**src/rtl/bswap_scan_gen.sv**
```systemverilog
module bswap_scan_gen #(
  parameter int WIDTH = 7,
  parameter logic [WIDTH-1:0] DEFAULT_SEED = 'h59,
  parameter bit SWAP_ON_SEL = 1'b0
) (
  input  logic             clk,
  input  logic             rst,
  input  logic             seed_load,
  input  logic [WIDTH-1:0] seed_value,
  input  logic             shift_en,
  output logic             scan_in_o,
  output logic             aux_o,
  output logic [WIDTH-1:0] state_o
);

  localparam int TOP = WIDTH - 1;

  logic [WIDTH-1:0] state_q;
  logic [WIDTH-1:0] stepped;
  logic [WIDTH-1:0] seed_eff;
  logic             swap;

  assign stepped  = {state_q[TOP-1:0], state_q[0] ^ state_q[TOP]};
  assign seed_eff = (seed_value == '0) ? DEFAULT_SEED : seed_value;
  assign swap     = (state_q[TOP] == SWAP_ON_SEL);

  always_ff @(posedge clk) begin
    if (rst)            state_q <= DEFAULT_SEED;
    else if (seed_load) state_q <= seed_eff;
    else if (shift_en)  state_q <= stepped;
  end

  assign scan_in_o = swap ? state_q[0] : state_q[1];
  assign aux_o     = swap ? state_q[1] : state_q[0];
  assign state_o   = state_q;

  a_r1_nonzero: assert property (@(posedge clk) disable iff (rst)
    state_q != '0);

  a_r2_step: assert property (@(posedge clk) disable iff (rst)
    (shift_en && !seed_load) |=>
      (state_q[0] == ($past(state_q[0]) ^ $past(state_q[TOP]))) &&
      (state_q[TOP:1] == $past(state_q[TOP-1:0])));

  a_r3_seed: assert property (@(posedge clk) disable iff (rst)
    (seed_load && seed_value != '0) |=> state_q == $past(seed_value));

  a_r4_zero_seed: assert property (@(posedge clk) disable iff (rst)
    (seed_load && seed_value == '0) |=> state_q == DEFAULT_SEED);

  a_r5_hold: assert property (@(posedge clk) disable iff (rst)
    (!shift_en && !seed_load) |=> $stable(state_q));

  a_r6_pair_kept: assert property (@(posedge clk) disable iff (rst)
    $countones({scan_in_o, aux_o}) == $countones(state_q[1:0]));

endmodule

```
**config.mk**
```make
export PLATFORM = sky130hd
export DESIGN_NAME = bswap_scan_gen
export DESIGN_NICKNAME = d
export VERILOG_FILES = /design/src/rtl/bswap_scan_gen.sv
export SDC_FILE = /design/constraint.sdc
export NUM_CORES = 1
export LEC_CHECK = 0
export BUFFER_PORTS_ARGS = -buffer_cell sky130_fd_sc_hd__buf_2
export CORE_MARGIN = 2
export CORE_UTILIZATION = 25
export DETAILED_ROUTE_END_ITERATION = 10
export PLACE_DENSITY_LB_ADDON = 0.08
export SLEW_MARGIN = 10
export SYNTH_ARGS = -nofsm -noshare
export SYNTH_HDL_FRONTEND = slang
export SYNTH_SLANG_ARGS = --single-unit
```
**constraint.sdc**
```tcl
create_clock -name clk -period 1.8 [get_ports clk]
set_input_delay 0.18 -clock clk [delete_from_list [all_inputs] [get_ports clk]]
set_output_delay 0.18 -clock clk [all_outputs]
set_load 0.05 [all_outputs]
```
==> reports/qor.log, run 1 <==
[setup_path] Arr. time, crit path 1210 ps
[grt] number of antenna violations at the first check in global routing 0
[timing] Hold Fails Final Rpt 0
[setup_path] Critical Path Start Type register
[yosys] flip-flop and latch count after synthesis 7
[setup_path] Setup Crit Path Kind reg -> out
[floorplan] vertical die dimension 43.3 um
[timing] Setup Skew 3.70 ps
[cts] Skew-Pair Late Insertion Delay 250 ps
[cts] buffer cell driving the clock tree root sky130_fd_sc_hd__clkbuf_4
[timing] pins over their slew limit 0
[grt] Tot GR Track Use 10.5%
[placement] count of port buffers added during placement 19
[yosys] syn_area_per_cell 10.2 um2
[min_path] Hold Crit Depth 3
[yosys] yosys synthesis warning count 0
[timing] f_max 0.720 GHz
[setup_path] Crit path max-delay family flip-flops
[timing] Min Clock Period, post-route 1390 ps
[floorplan] Core Rows 14
[power_and_ir_drop] total power divided by cell area 909 nW/um2
[cts] number of CTS-inserted buffers 3
[timing] final-layout setup total negative slack 0 ps
[drt] drt via density 5.01
[cts] clock sink count 7
[drt] DR iter-0 viols 15
[final_layout] cell area after layout 515 um2
[grt] maximum number of pins on one net before global-route repair 9
[drt] total routed wirelength 884 um
[cts] # hold bufs at CTS 0
[cts] post-cts gate resize count 0
[drt] final routed DRC violation total 0
[final_layout] Area Overhead vs Synth 33.3%
[timing] final worst slack 410 ps
[grt] M2 GR Usage 15.2%
[power_and_ir_drop] largest voltage drop on the vdd net 0.262 mV
[floorplan] I/O pin cnt 20
[setup_path] Buf+Inv Stages, Crit Path 1
[timing] unrepaired setup endpoints after global routing no
[drt] total via count in the routed design 371
[placement] weighted congestion reported at the end of routability-driven placement 0.695
[yosys] sequential cell area fraction in the yosys report 36.2%
[drt] remaining antenna violation count after routing 0
[cts] Worst-path clk slew 50 ps
[min_path] path category of the worst min-delay check in -> reg
[final_layout] post-route non-filler standard cell count 74
[power_and_ir_drop] leakage power of the design 0.235 nW
[yosys] Synth Cell Area 387 um2
[placement] dpl ws 311 ps
[cts] Post-CTS Repair Setup Buffers 0
[timing] transition time of the tightest slew-check pin 245 ps
[floorplan] die area 1880 um2
[cts] clock tree from TritonCTS built
[setup_path] largest fanout on the critical path 5
[grt] global routing usage on met1 13.2%
[grt] met3 routing resource usage after global routing 3.40%
[floorplan] die extent in x 43.3 um
[final_layout] diode insertion count for antenna repair 0
[setup_path] largest stage delay on the critical path 400 ps
[final_layout] fraction of final layout cells sized beyond drive strength 1 51.7%
[final_layout] number of flip-flops under the largest register name 7
[yosys] total nets after synthesis 49
[drt] average detailed-routed wire length per instance 11.9 um
[drt] number of detailed-routing iterations run before antenna repair 4
[power_and_ir_drop] total design power 0.000469 W
[setup_path] cell breakdown of the critical path mux2_2 -> buf_2
[placement] HPWL reported at the end of detailed placement 708 um
[timing] post-route clock period utilization 77.2%
[grt] via count of the first global-routing pass 323
[flow_run] number of violations of the max-capacitance limit 0
[grt] wire length of the first global-routing pass 1.41 mm
[status] outcome completed
[final_layout] number of nets in the finished design 70
[setup_path] data required time at the worst endpoint 1620 ps
[final_layout] most frequent standard cell in the layout excluding fill and tap cells sky130_fd_sc_hd__buf_2
[floorplan] initial cell density of the core 26.3%
[yosys] distinct cell type count after synthesis 12
[setup_path] logic depth of the worst setup path including buffers 2
[grt] sum of overflow across all layers after global routing 0
[floorplan] Core Footprint 1470 um2
[timing] remaining max-slew budget at the tightest pin 83.6%
[placement] placed cells 70
[cts] buffer levels on the longest clock path 2
[final_layout] commonest cells after routing, fill and taps aside sky130_fd_sc_hd__buf_2 (19), sky130_fd_sc_hd__dfxtp_1 (7), sky130_fd_sc_hd__mux2i_1 (6), sky130_fd_sc_hd__mux2_2 (5)
[grt] layer with the highest usage met2
[final_layout] # fillers 169
[timing] total of endpoints with negative setup slack in the final report 0
[min_path] hold wc startpoint seed_value[5]
[setup_path] startpoint of the most critical register-to-register path state_o[0]$_SDFFE_PP1P_
[setup_path] slowest stage cell on the critical path sky130_fd_sc_hd__dfxtp_1
[setup_path] CP Capture Type output pin
[placement] post-detailed-placement cell area 489 um2
[yosys] count of mapped cells out of synthesis 38
[setup_path] launch point of the worst path state_o[6]$_SDFFE_PP1P_
[setup_path] depth of the most critical reg-to-reg path 3
[cts] H-tree levels 1
cell usage after synthesis:
library cell,n,area [um2]
sky130_fd_sc_hd__or3_2,1,7.51
sky130_fd_sc_hd__clkbuf_1,2,7.51
sky130_fd_sc_hd__nor2_1,4,15.0
sky130_fd_sc_hd__dfxtp_1,7,140
sky130_fd_sc_hd__or4_4,2,22.5
sky130_fd_sc_hd__a22oi_1,4,30.0
sky130_fd_sc_hd__mux2i_1,6,60.1
sky130_fd_sc_hd__mux2_2,5,56.3
sky130_fd_sc_hd__nor3b_1,4,30.0
sky130_fd_sc_hd__xor2_1,1,8.76
sky130_fd_sc_hd__nand2_1,1,3.75
sky130_fd_sc_hd__buf_2,1,5.00
power breakdown:
group	total [W]	internal (W)	leakage, nW	switching [W]
clock network	0.000139	0.0000844	0.0150	0.0000546
logic	0.000149	0.0000491	0.161	0.000100
registers	0.000180	0.000168	0.0583	0.0000120
cell families (layout without fill, tap and decap cells):
family / count (synthesis) / in the layout / share of synthesized area [%]
xor gates and xnor gates: 1 / 1 / 2.27
muxes: 11 / 11 / 30.1
AOI/OAI and AO/OA: 4 / 4 / 7.77
buffers and inverters: 3 / 23 / 3.24
DFF: 7 / 7 / 36.2
and+or+nand+nor: 12 / 12 / 20.4
worst min-delay path, stage by stage:
cell and delay [ps]:
sky130_fd_sc_hd__buf_2 90, sky130_fd_sc_hd__mux2i_1 60, sky130_fd_sc_hd__nor2_1 70
cell type report:
type / instances / area (um2) / area share, %
sequential: 7 / 140 / 27.2
clock buffer: 4 / 26.3 / 5.10
tap: 16 / 20.0 / 3.88
multi-input combinational: 28 / 234 / 45.4
timing repair buffer: 19 / 95.1 / 18.4
metal layers:
layer / up-vias / routed length, um
met2: 19 / 389
met5: - / 0
li1: 179 / -
met4: 0 / 4
met1: 171 / 394
met3: 2 / 96
metrics by stage:
step                      utilization (%)  hold slack [ps]
after floorplan                         -              327
after global placement               33.2              444
after detailed placement             33.2              447
after CTS                            35.0              184
after global routing                 35.0              201
final                                35.0              189
worst paths after layout:
| check | to | slack (ps) |
|---|---|---|
| worst max-delay path | aux_o | 410 |
| worst min-delay path | state_o[5]$_SDFFE_PP0P_ | 190 |
| worst max register to register | state_o[1]$_SDFFE_PP0P_ | 910 |
| worst min register to register | state_o[6]$_SDFFE_PP1P_ | 600 |
Power figures use the tool's default switching activity.
==> inputs of run 2 (changes only) <==
==> constraint.sdc (replaced) <==
create_clock -name clk -period 1.2 [get_ports clk]
set_input_delay 0.12 -clock clk [delete_from_list [all_inputs] [get_ports clk]]
set_output_delay 0.12 -clock clk [all_outputs]
set_load 0.05 [all_outputs]
==> reports/qor.log, run 2 (synthesis results as in run 1) <==
[grt] sum of overflow across all layers after global routing 0 [unchanged]
[floorplan] vertical die dimension 43.3 um [unchanged]
[drt] average detailed-routed wire length per instance 12.5 um [+4.4%]
[min_path] hold path endpoint state_o[5]$_SDFFE_PP0P_
[placement] HPWL reported at the end of detailed placement 745 um [+5.3%]
[timing] unrepaired setup endpoints after global routing yes
[setup_path] Reg2Reg Capture Point state_o[0]$_SDFFE_PP1P_
[floorplan] Core Footprint 1470 um2 [unchanged]
[cts] # hold bufs at CTS 0 [unchanged]
[floorplan] initial cell density of the core 26.3% [unchanged]
[timing] post-route clock period utilization 100%
[setup_path] CP Capture Type output pin
[grt] M2 GR Usage 16.7% [+1.5 points]
[placement] weighted congestion reported at the end of routability-driven placement 0.678 [-2.5%]
[setup_path] data required time at the worst endpoint 1080 ps [-540 ps]
[setup_path] Arr. time, crit path 1080 ps [-130 ps]
[final_layout] diode insertion count for antenna repair 0 [unchanged]
[setup_path] Setup Crit Path Kind reg -> out
[timing] pins over their slew limit 0 [unchanged]
[timing] Min Clock Period, post-route 1200 ps
[status] outcome finished with violations
[power_and_ir_drop] P_sw 0.000276 W [+65%]
[drt] DR iter-0 viols 7 [-8]
[floorplan] Core Rows 14 [unchanged]
[setup_path] startpoint of the most critical register-to-register path state_o[6]$_SDFFE_PP1P_
[final_layout] Area Overhead vs Synth 49.5%
[grt] met3 routing resource usage after global routing 3.83% [+0.43 points]
[power_and_ir_drop] clock power share 29.5% [-0.2 points]
[grt] Tot GR Track Use 11.4% [+0.89 points]
[cts] clock tree from TritonCTS built
[cts] number of CTS-inserted buffers 3 [unchanged]
[floorplan] die area 1880 um2 [unchanged]
[timing] transition time of the tightest slew-check pin 242 ps [-3.01 ps]
[grt] via count of the first global-routing pass 356 [+10%]
[setup_path] depth of the most critical reg-to-reg path 4 [+1]
[timing] Hold Fails Final Rpt 0 [unchanged]
[power_and_ir_drop] total design power 0.000764 W [+63%]
[cts] Skew-Pair Late Insertion Delay 260 ps [about the same]
[power_and_ir_drop] part of the power in combinational logic 34.9% [+3.0 points]
[final_layout] post-route non-filler standard cell count 78 [+5.4%]
[setup_path] Critical Path Start Type register
[timing] total of endpoints with negative setup slack in the final report 2 [+2]
[timing] final hold slack 145 ps [-44.0 ps]
[timing] f_max 0.832 GHz
[cts] Worst-path clk slew 50 ps [about the same]
[final_layout] number of flip-flops under the largest register name 7 [unchanged]
[status] violations in the final reports setup timing
[setup_path] slack of the worst reg-to-reg path 250 ps [-660 ps]
[final_layout] fraction of final layout cells sized beyond drive strength 1 58.1% [+6.3 points]
[floorplan] I/O pin cnt 20 [unchanged]
[timing] remaining max-slew budget at the tightest pin 83.8% [+0.20 points]
[grt] wire length of the first global-routing pass 1.52 mm [+7.8%]
[cts] buffer cell driving the clock tree root sky130_fd_sc_hd__clkbuf_4
[final_layout] number of nets in the finished design 74 [+5.7%]
[power_and_ir_drop] leakage power of the design 0.270 nW [+15%]
[floorplan] die extent in x 43.3 um [unchanged]
[drt] number of detailed-routing iterations run before antenna repair 4 [unchanged]
[power_and_ir_drop] total internal power 0.000488 W [+62%]
[drt] drt via density 4.88 [-2.6%]
[flow_run] number of violations of the max-capacitance limit 0 [unchanged]
[power_and_ir_drop] total power divided by cell area 1320 nW/um2 [+45%]
[power_and_ir_drop] largest voltage drop on the vdd net 0.461 mV [+76%]
[final_layout] commonest cells after routing, fill and taps aside sky130_fd_sc_hd__buf_2 (17), sky130_fd_sc_hd__mux2i_1 (6), sky130_fd_sc_hd__dfxtp_1 (5)
[cts] clock sink count 7 [unchanged]
[drt] total routed wirelength 973 um [+10%]
[grt] layer with the highest usage met2
[min_path] path category of the worst min-delay check in -> reg
[timing] final worst slack -1.79 ps [-412 ps]
[drt] final routed DRC violation total 0 [unchanged]
[setup_path] largest fanout on the critical path 4 [-1]
[grt] global routing usage on met1 14.3% [+1.1 points]
[timing] Setup Skew 2.74 ps [-0.962 ps]
[placement] placed cells 73 [+4.3%]
[cts] H-tree levels 1 [unchanged]
[placement] count of port buffers added during placement 19 [unchanged]
[power_and_ir_drop] switch share 36.2% [+0.53 points]
[drt] total via count in the routed design 381 [+2.7%]
[min_path] hold wc startpoint rst
[drt] remaining antenna violation count after routing 0 [unchanged]
[cts] buffer levels on the longest clock path 2 [unchanged]
[min_path] Hold Crit Depth 2 [-1]
[final_layout] most frequent standard cell in the layout excluding fill and tap cells sky130_fd_sc_hd__buf_2
[grt] number of antenna violations at the first check in global routing 0 [unchanged]
[grt] maximum number of pins on one net before global-route repair 9 [unchanged]
[power_and_ir_drop] Reg power frac 35.5% [-3.0 points]
-- run 2: stage by stage --
| stage | worst slack, ps | TNS [ps] | util [%] | area, um2 |
|---|---|---|---|---|
| floorplan | -68.9 | -266 | - | 389 |
| global placement | -224 | -864 | 34.9 | 514 |
| detailed placement | -225 | -878 | 34.9 | 514 |
| CTS | -14.3 | -24.6 | 39.3 | 578 |
| global route | -24.6 | -46.9 | 39.3 | 578 |
| finish | -1.79 | -3.22 | 39.3 | 578 |
-- run 2: cell type report --
cell class	instances	area (um2)
fill	155	893
multi-input combinational	28	241
sequential	7	145
timing repair buffer	23	145
clock buffer	4	26.3
tap	16	20.0
-- run 2: critical path, cell delays in order (launching register included) --
cell and delay [ps]:
sky130_fd_sc_hd__dfxtp_4 370, sky130_fd_sc_hd__mux2_4 310, sky130_fd_sc_hd__buf_8 150
-- run 2: layer usage --
metal,vias up,routed length (um)
met5,-,0
met2,16,443
li1,187,-
met4,0,23
met3,2,66
met1,176,439
-- run 2: timing repair --
action                     4_1_cts  5_1_grt
setup endpoints to repair        2        2
pin swaps                        0        0
hold endpoints to repair         0        0
gates resized for setup          9        0
buffers inserted                 1        0
-- run 2: how the worst max path moves through the flow --
stage | cells past startpoint | to | slack, ps | startpoint
6_report | 2 | aux_o | -2 | state_o[6]$_SDFFE_PP1P_
5_1_grt | 2 | scan_in_o | -20 | state_o[6]$_SDFFE_PP1P_
4_1_cts | 2 | aux_o | -10 | state_o[6]$_SDFFE_PP1P_
3_5_place_dp | 4 | state_o[6]$_SDFFE_PP1P_ | -220 | seed_value[0]
3_3_place_gp | 4 | state_o[6]$_SDFFE_PP1P_ | -220 | seed_value[0]
2_1_floorplan | 3 | state_o[0]$_SDFFE_PP1P_ | -70 | seed_value[0]
-- run 2: power groups by stage --
stage	clock network [W]	logic, W	registers [W]
finish	0.000226	0.000267	0.000271
global route	0.000239	0.000280	0.000276
CTS	0.000233	0.000267	0.000272
detailed placement	0	0.000233	0.000277
global placement	0	0.000236	0.000277
floorplan	0	0.000106	0.000340
==> inputs of run 3 (changes only) <==
--- a/config.mk
+++ b/config.mk
@@ -6,9 +6,9 @@
 export NUM_CORES = 1
 export LEC_CHECK = 0
 export BUFFER_PORTS_ARGS = -buffer_cell sky130_fd_sc_hd__buf_2
-export CORE_MARGIN = 2
-export CORE_UTILIZATION = 25
+export CORE_AREA = 2 2 39 41
 export DETAILED_ROUTE_END_ITERATION = 10
+export DIE_AREA = 0 0 41 43
 export PLACE_DENSITY_LB_ADDON = 0.08
 export SLEW_MARGIN = 10
 export SYNTH_ARGS = -nofsm -noshare
==> reports/qor.log, run 3 (synthesis results as in run 1) <==
[floorplan] die extent in x 41 um [-5.4%]
[min_path] hold wc startpoint rst
[power_and_ir_drop] leakage power of the design 0.270 nW [unchanged]
[drt] average detailed-routed wire length per instance 11.5 um [-7.8%]
[timing] remaining max-slew budget at the tightest pin 83.1% [-0.71 points]
[final_layout] most frequent standard cell in the layout excluding fill and tap cells sky130_fd_sc_hd__buf_2
[cts] # hold bufs at CTS 0 [unchanged]
[placement] weighted congestion reported at the end of routability-driven placement 0.712 [+5.1%]
[final_layout] commonest cells after routing, fill and taps aside sky130_fd_sc_hd__buf_2 (17), sky130_fd_sc_hd__mux2i_1 (6), sky130_fd_sc_hd__dfxtp_1 (5)
[timing] Setup Skew 2.21 ps [-0.533 ps]
[grt] Tot GR Track Use 12.3% [+0.86 points]
[cts] Worst-path clk slew 50 ps [about the same]
[floorplan] vertical die dimension 43 um [-0.75%]
[floorplan] Core Rows 14 [unchanged]
[status] outcome completed
[floorplan] I/O pin cnt 20 [unchanged]
[cts] H-tree levels 1 [unchanged]
[drt] number of detailed-routing iterations run before antenna repair 2 [-2]
[timing] total of endpoints with negative setup slack in the final report 0 [-2]
[timing] Min Clock Period, post-route 1190 ps [-8.11 ps]
[timing] Hold Fails Final Rpt 0 [unchanged]
[drt] remaining antenna violation count after routing 0 [unchanged]
[setup_path] Critical Path Start Type register
[timing] transition time of the tightest slew-check pin 253 ps [+10.5 ps]
[drt] total via count in the routed design 366 [-3.9%]
[floorplan] initial cell density of the core 27.9% [+1.7 points]
[setup_path] largest fanout on the critical path 4 [unchanged]
[final_layout] final core utilization 41.8% [+2.5 points]
[final_layout] fraction of final layout cells sized beyond drive strength 1 58.1% [unchanged]
[final_layout] diode insertion count for antenna repair 0 [unchanged]
[timing] unrepaired setup endpoints after global routing yes
[grt] maximum number of pins on one net before global-route repair 9 [unchanged]
[cts] number of CTS-inserted buffers 3 [unchanged]
[drt] total routed wirelength 897 um [-7.8%]
[cts] clock sink count 7 [unchanged]
[final_layout] cell area after layout 578 um2 [unchanged]
[drt] DR iter-0 viols 3 [-4]
[setup_path] data required time at the worst endpoint 1080 ps [about the same]
[setup_path] Setup Crit Path Kind reg -> out
[grt] number of antenna violations at the first check in global routing 0 [unchanged]
[cts] buffer cell driving the clock tree root sky130_fd_sc_hd__clkbuf_4
[setup_path] CP Capture Type output pin
[final_layout] # fillers 142 [-8.4%]
[setup_path] depth of the most critical reg-to-reg path 4 [unchanged]
[cts] Skew-Pair Late Insertion Delay 250 ps [about the same]
[timing] f_max 0.838 GHz [+0.68%]
[final_layout] Area Overhead vs Synth 49.5% [unchanged]
[min_path] path category of the worst min-delay check in -> reg
[placement] post-detailed-placement cell area 514 um2 [unchanged]
[setup_path] Arr. time, crit path 1070 ps [about the same]
[timing] post-route clock period utilization 99.5% [-0.68 points]
[cts] buffer levels on the longest clock path 2 [unchanged]
[setup_path] Reg2Reg Capture Point state_o[0]$_SDFFE_PP1P_
[placement] count of port buffers added during placement 19 [unchanged]
[setup_path] slack of the worst reg-to-reg path 250 ps [about the same]
[min_path] hold path endpoint state_o[2]$_SDFFE_PP0P_
[final_layout] number of nets in the finished design 74 [unchanged]
[drt] final routed DRC violation total 0 [unchanged]
[power_and_ir_drop] largest voltage drop on the vdd net 0.476 mV [+3.2%]
[floorplan] die area 1760 um2 [-6.1%]
[grt] sum of overflow across all layers after global routing 0 [unchanged]
[cts] clock tree from TritonCTS built
[floorplan] Core Footprint 1380 um2 [-6.0%]
[min_path] Hold Crit Depth 2 [unchanged]
[flow_run] number of violations of the max-capacitance limit 0 [unchanged]
[grt] wire length of the first global-routing pass 1.44 mm [-5.8%]
[setup_path] startpoint of the most critical register-to-register path state_o[6]$_SDFFE_PP1P_
[power_and_ir_drop] total power divided by cell area 1300 nW/um2 [-1.9%]
[drt] drt via density 4.69 [-3.9%]
[final_layout] number of flip-flops under the largest register name 7 [unchanged]
[timing] pins over their slew limit 0 [unchanged]
[placement] HPWL reported at the end of detailed placement 711 um [-4.6%]
[grt] via count of the first global-routing pass 337 [-5.3%]
run 3: worst max-delay path: stages, from the launching register on:
cell and delay (ps):
sky130_fd_sc_hd__dfxtp_4 370, sky130_fd_sc_hd__mux2_4 310, sky130_fd_sc_hd__buf_8 150
run 3: per-layer routing:
layer  routed length [um]  track usage [%]  part of all wire, %  vias to the layer above
met3                   83             4.71                  9.3                        0
met4                    0             6.00                    0                        0
li1                     -                -                    -                      190
met2                  389             17.2                   43                       17
met5                    0                0                    0                        -
met1                  424             16.0                   47                      159
run 3: layout make-up:
class | count | area (um2) | share of cell area, %
multi-input combinational | 28 | 241 | 41.8
clock buffer | 4 | 26.3 | 4.55
timing repair buffer | 23 | 145 | 25.1
tap | 16 | 20.0 | 3.46
sequential | 7 | 145 | 25.1
run 3: through the flow:
| step | hold slack [ps] | std cells | total power (W) | setup TNS [ps] | setup WS, ps |
|---|---|---|---|---|---|
| floorplan | 267 | 38 | 0.000446 | -266 | -68.9 |
| global placement | 404 | 73 | 0.000511 | -843 | -221 |
| detailed placement | 402 | 73 | 0.000510 | -850 | -221 |
| CTS | 140 | 78 | 0.000759 | -11.7 | -6.64 |
| global route | 165 | 78 | 0.000793 | -100 | -29.5 |
| finish | 143 | 78 | 0.000750 | 0 | 6.33 |
run 3: worst max path at each step:
stage	from	to	depth (start not counted)
after detailed placement	seed_value[0]	state_o[4]$_SDFFE_PP1P_	4
after global placement	seed_value[0]	state_o[6]$_SDFFE_PP1P_	4
after CTS	state_o[6]$_SDFFE_PP1P_	aux_o	2
after floorplan	seed_value[0]	state_o[0]$_SDFFE_PP1P_	3
final	state_o[6]$_SDFFE_PP1P_	aux_o	2
after global routing	seed_value[0]	state_o[0]$_SDFFE_PP1P_	4
run 3: what timing repair did:
item	in CTS	in global routing
buffers inserted	1	0
gates resized for setup	9	0
setup endpoints to repair	2	4
run 3: report_power, final:
group | switching, W | internal [W]
logic | 0.000157 | 0.000107
registers | 0.0000185 | 0.000253
clock network | 0.0000865 | 0.000127
